File: src/rtl/iodir_pkg.sv
package iodir_pkg;

    typedef enum logic [1:0] {
        DIR_IDLE = 2'd0,
        DIR_HOST = 2'd1,
        DIR_CARD = 2'd2
    } dir_state_e;

    typedef struct packed {
        logic fall;
        logic rise;
    } edge_ev_t;

    typedef struct packed {
        logic host_pull;
        logic card_pull;
    } pull_t;

    // Claim decision from an idle lane; host side takes priority on a tie.
    function automatic dir_state_e claim_dir(edge_ev_t h_ev, edge_ev_t c_ev);
        if (h_ev.fall)      return DIR_HOST;
        else if (c_ev.fall) return DIR_CARD;
        else                return DIR_IDLE;
    endfunction

    // Release condition: rising edge on the line that owns the lane.
    function automatic logic owner_released(dir_state_e st, edge_ev_t h_ev, edge_ev_t c_ev);
        case (st)
            DIR_HOST: return h_ev.rise;
            DIR_CARD: return c_ev.rise;
            default:  return 1'b0;
        endcase
    endfunction

endpackage

File: src/rtl/iodir_edge.sv
module iodir_edge
    import iodir_pkg::*;
(
    input  logic     clk,
    input  logic     rst,
    input  logic     level,
    output edge_ev_t ev
);
    logic prev_q;

    // Lines idle high, so the history starts high.
    always_ff @(posedge clk) begin
        if (rst) prev_q <= 1'b1;
        else     prev_q <= level;
    end

    always_comb begin
        ev.fall = prev_q & ~level;
        ev.rise = ~prev_q & level;
    end
endmodule

File: src/rtl/iodir_fsm.sv
module iodir_fsm
    import iodir_pkg::*;
(
    input  logic       clk,
    input  logic       rst,
    input  logic       active,
    input  edge_ev_t   host_ev,
    input  edge_ev_t   card_ev,
    output dir_state_e state
);
    dir_state_e state_q, state_d;

    always_comb begin
        state_d = state_q;
        if (!active) begin
            state_d = DIR_IDLE;
        end else begin
            case (state_q)
                DIR_IDLE: state_d = claim_dir(host_ev, card_ev);
                DIR_HOST,
                DIR_CARD: if (owner_released(state_q, host_ev, card_ev)) state_d = DIR_IDLE;
                default:  state_d = DIR_IDLE;
            endcase
        end
    end

    always_ff @(posedge clk) begin
        if (rst) state_q <= DIR_IDLE;
        else     state_q <= state_d;
    end

    assign state = state_q;
endmodule

File: src/rtl/iodir_drive.sv
module iodir_drive
    import iodir_pkg::*;
(
    input  logic       active,
    input  dir_state_e state,
    input  logic       host_lvl,
    input  logic       card_lvl,
    output pull_t      pulls
);
    always_comb begin
        pulls = '0;
        if (!active) begin
            pulls.card_pull = 1'b1;
        end else begin
            case (state)
                DIR_HOST: pulls.card_pull = ~host_lvl;
                DIR_CARD: pulls.host_pull = ~card_lvl;
                default:  pulls = '0;
            endcase
        end
    end
endmodule

File: src/rtl/iodir_arbiter.sv
module iodir_arbiter
    import iodir_pkg::*;
#(
    parameter int NUM_LINES = 3
) (
    input  logic                 clk,
    input  logic                 rst,
    input  logic                 rx_en,
    input  logic                 sess_on,
    input  logic [NUM_LINES-1:0] host_in,
    input  logic [NUM_LINES-1:0] card_in,
    output logic [NUM_LINES-1:0] host_pull,
    output logic [NUM_LINES-1:0] card_pull
);
    logic active;
    assign active = rx_en & sess_on & ~rst;

    for (genvar k = 0; k < NUM_LINES; k++) begin : g_lane
        edge_ev_t   h_ev, c_ev;
        dir_state_e st;
        pull_t      pl;

        iodir_edge u_host_edge (.clk(clk), .rst(rst), .level(host_in[k]), .ev(h_ev));
        iodir_edge u_card_edge (.clk(clk), .rst(rst), .level(card_in[k]), .ev(c_ev));

        iodir_fsm u_fsm (
            .clk(clk), .rst(rst), .active(active),
            .host_ev(h_ev), .card_ev(c_ev), .state(st)
        );

        iodir_drive u_drive (
            .active(active), .state(st),
            .host_lvl(host_in[k]), .card_lvl(card_in[k]), .pulls(pl)
        );

        assign host_pull[k] = pl.host_pull;
        assign card_pull[k] = pl.card_pull;
    end
endmodule

File: config.mk
export PLATFORM = sky130hd
export DESIGN_NAME = iodir_arbiter
export DESIGN_NICKNAME = d
export VERILOG_FILES = /design/src/rtl/iodir_pkg.sv /design/src/rtl/iodir_edge.sv /design/src/rtl/iodir_fsm.sv /design/src/rtl/iodir_drive.sv /design/src/rtl/iodir_arbiter.sv
export SDC_FILE = /design/constraint.sdc
export NUM_CORES = 1
export LEC_CHECK = 0
export BUFFER_PORTS_ARGS = -buffer_cell sky130_fd_sc_hd__buf_2
export CAP_MARGIN = 20
export CORE_UTILIZATION = 52
export CTS_CLUSTER_DIAMETER = 60
export CTS_CLUSTER_SIZE = 28
export DETAILED_ROUTE_END_ITERATION = 8
export PLACE_DENSITY = 0.73
export SYNTH_ARGS = -nofsm -noshare
export SYNTH_HDL_FRONTEND = slang
export SYNTH_HIERARCHICAL = 1
export SYNTH_SLANG_ARGS = --single-unit
File: constraint.sdc
create_clock -name clk -period 1.5 [get_ports clk]
set_input_delay 0.3 -clock clk [delete_from_list [all_inputs] [get_ports clk]]
set_output_delay 0.3 -clock clk [all_outputs]
set_load 0.1 [all_outputs]
==> impl_metrics.ini <==
[setup_path]
end_kind = output pin
r2r-start = g_lane[0].u_fsm/state[1]
worst-setup-path-type = in -> out
worstPathRequired_ns = 1.20
arrival_ns = 1.15
startpoint = rst
start_kind = input pin
critPathMaxFanout = 7
worstReg2RegEnd = g_lane[0].u_fsm/state[0]
r2r_cells = 4
crit_path_end = host_pull[0]
regToRegSetupSlack_ns = 0.21

[finish]
area_growth_pct = 36.9
num-nets-final = 128
num_antenna_cells = 0
final_util = 0.806
instances_no_fill = 123
final_layout_size_suffix_gt1_frac = 0.435

[sta]
finalSetupViolations = 0
fmaxAchievable_ghz = 0.688
setup-tns-final_ns = 0
final_max_slew_viol_count = 0
finalCritPeriodShare = 0.969
min_period_ns = 1.45
rsz0062_at_grt = no
clock_skew_ns = 0.00195
worst_pin_slew_ns = 0.240
slew_headroom = 0.840
hold_viol_final = 0

[global_route]
grt_first_pass_wirelength_mm = 2.13
grt_max_degree = 10
grt_pass1_vias = 533
track_usage = 0.202
grt_remaining_overflow = 0
antenna_found_initial = 0

[yosys]
synth.yosys.warnings = 6
ys_types = 17
synth_fa_ha_area_frac = 0.140
syn_inst = 85
syn_area_um2 = 805
synth_top_family_by_area = simple AND/OR/NAND/NOR gates
synth_xor_area_frac = 0
ys_seq_elements = 12
synthSimpleGateAreaFrac = 0.305
synth_compound_area_frac = 0.215
synthMuxAreaShare = 0
syn_nets = 104
syn_avg_cell_area_um2 = 9.46
yosysSeqAreaShare = 0.299

[route]
drt_iter0_drc = 4
postRouteWirelength_mm = 1.58
wl_per_cell_um = 12.9
drtPass1Iterations = 4
drtAntennaViolNets = 0
vias = 659
drc = 0
routed_via_density = 5.36

[clocking]
htree_levels = 1
cts_root_buf = clkbuf_4
postCtsHoldBufs = 0
clock_tree.buffer_depth = 2
worstSkewPairLatency_ns = 0.27
cts_setup_buffers = 0
path_clk_slew_ns = 0.07
cts_tree = yes
cts_inserted_buffers = 3
cts.sinks = 12

[power_and_ir_drop]
power_density_mw_per_mm2 = 655
pwr-share-clk = 0.352
seqPwrFrac = 0.466
switching_power_mw = 0.184
internal-power_mw = 0.537
comb_power_share = 0.182
p_leak_nw = 0.445
vdd_drop_max_v = 0.000533
swShare = 0.255
design_power_total_mw = 0.721

[floorplanning]
start_util = 0.589
dieArea_mm2 = 0.00171
io_pins = 16
die-width_um = 41.3
coreArea_mm2 = 0.00137
die_height_um = 41.3
placementRows = 13

[outcome]
status = finished clean

[place]
place_congestion = 0.742
port_buffers = 15
place_inst = 119
dp_hpwl_mm = 1.31

[worst_hold_path]
hp-class = in -> reg

[job]
timing.max_cap.violations = 0
-- worst max-delay path, stage by stage --
cell      delay [ns]
buf_2           0.10
and3b_2         0.31
and4bb_4        0.27
buf_12          0.17
-- layout make-up --
| class | count | area [um^2] |
|---|---|---|
| multi-input combinational | 64 | 569 |
| sequential | 12 | 248 |
| inverter | 9 | 33.8 |
| timing repair buffer | 19 | 195 |
| tap | 15 | 18.8 |
| fill | 92 | 265 |
| clock buffer | 4 | 36.3 |
-- layout by cell type, fill, tap and decap left out --
cell | netlist | final
clkbuf_4 | 0 | 3
inv_1 | 9 | 7
o31ai_4 | 0 | 3
nor2b_1 | 9 | 9
a21oi_1 | 3 | 3
nand2_1 | 6 | 6
a21boi_2 | 3 | 3
dfxtp_2 | 0 | 6
and3_2 | 3 | 3
buf_4 | 0 | 4
buf_2 | 0 | 9
clkbuf_8 | 0 | 1
or2_1 | 6 | 6
and3b_2 | 0 | 1
a22oi_2 | 3 | 3
o21a_1 | 3 | 3
and4bb_4 | 0 | 3
ha_1 | 9 | 9
and2b_1 | 6 | 6
inv_2 | 0 | 2
nand3_1 | 3 | 3
dfxtp_1 | 12 | 6
a211o_1 | 3 | 3
buf_12 | 0 | 6
-- Yosys cell counts --
master,instances,area (um^2)
inv_1,9,33.8
a22oi_2,3,37.5
and3b_1,1,8.76
a21boi_2,3,33.8
ha_1,9,113
or2_1,6,37.5
o21a_1,3,22.5
and2b_1,6,45.0
nor2b_1,9,56.3
nand2_1,6,22.5
o31ai_2,3,37.5
and4bb_2,3,37.5
nand3_1,3,15.0
a21oi_1,3,15.0
dfxtp_1,12,240
and3_2,3,22.5
a211o_1,3,26.3
-- kinds of logic after synthesis --
kind of cell	count (synthesis)
and+or+nand+nor	37
adders and majority gates	9
AOI/OAI and AO/OA	18
buffers and inverters	9
DFF	12
-- registers in the layout (all words and copies together) (netlist names) --
signal and flops:
g_lane.u_card_edge/prev_q 3, g_lane.u_fsm/state 6, g_lane.u_host_edge/prev_q 3
-- power by group through the flow --
stage | Sequential (mW) | Clock, mW | Combinational, mW
2_1_floorplan | 0.342 | 0 | 0.0805
3_3_place_gp | 0.343 | 0 | 0.128
3_5_place_dp | 0.344 | 0 | 0.131
4_1_cts | 0.336 | 0.260 | 0.132
5_1_grt | 0.338 | 0.272 | 0.141
6_report | 0.336 | 0.254 | 0.131
-- timing repair --
action	in CTS	in global routing
gates resized for setup	1	1
cloned	0	0
setup endpoints to repair	1	1
pin swaps	0	0
-- metal layers --
metal,up-vias,global-route usage,routed length (um)
met5,-,0,0
met4,0,0.121,12
met3,2,0.0319,41
met2,17,0.379,821
met1,303,0.209,705
li1,337,-,-
-- per-stage QoR --
step / hold slack [ns] / instance area (um^2) / setup WS [ns]
after global placement: 0.512 / 1060 / 0.0559
final: 0.241 / 1100 / 0.0469
after floorplan: 0.397 / 848 / -0.0469
after global routing: 0.246 / 1100 / 0.0222
after detailed placement: 0.521 / 1060 / 0.0502
after CTS: 0.236 / 1100 / 0.0182
-- how the worst min path moves through the flow --
stage	startpoint	end	slack (ns)	depth (start not counted)
2_1_floorplan	rst	g_lane[0].u_card_edge/prev_q	0.40	1
3_5_place_dp	g_lane[2].u_fsm/state[1]	g_lane[2].u_fsm/state[1]	0.52	2
5_1_grt	card_in[1]	g_lane[1].u_card_edge/prev_q	0.25	2
3_3_place_gp	g_lane[1].u_fsm/state[1]	g_lane[1].u_fsm/state[1]	0.51	2
6_report	card_in[1]	g_lane[1].u_card_edge/prev_q	0.24	2
4_1_cts	card_in[1]	g_lane[1].u_card_edge/prev_q	0.24	2
Power figures use the tool's default switching activity.
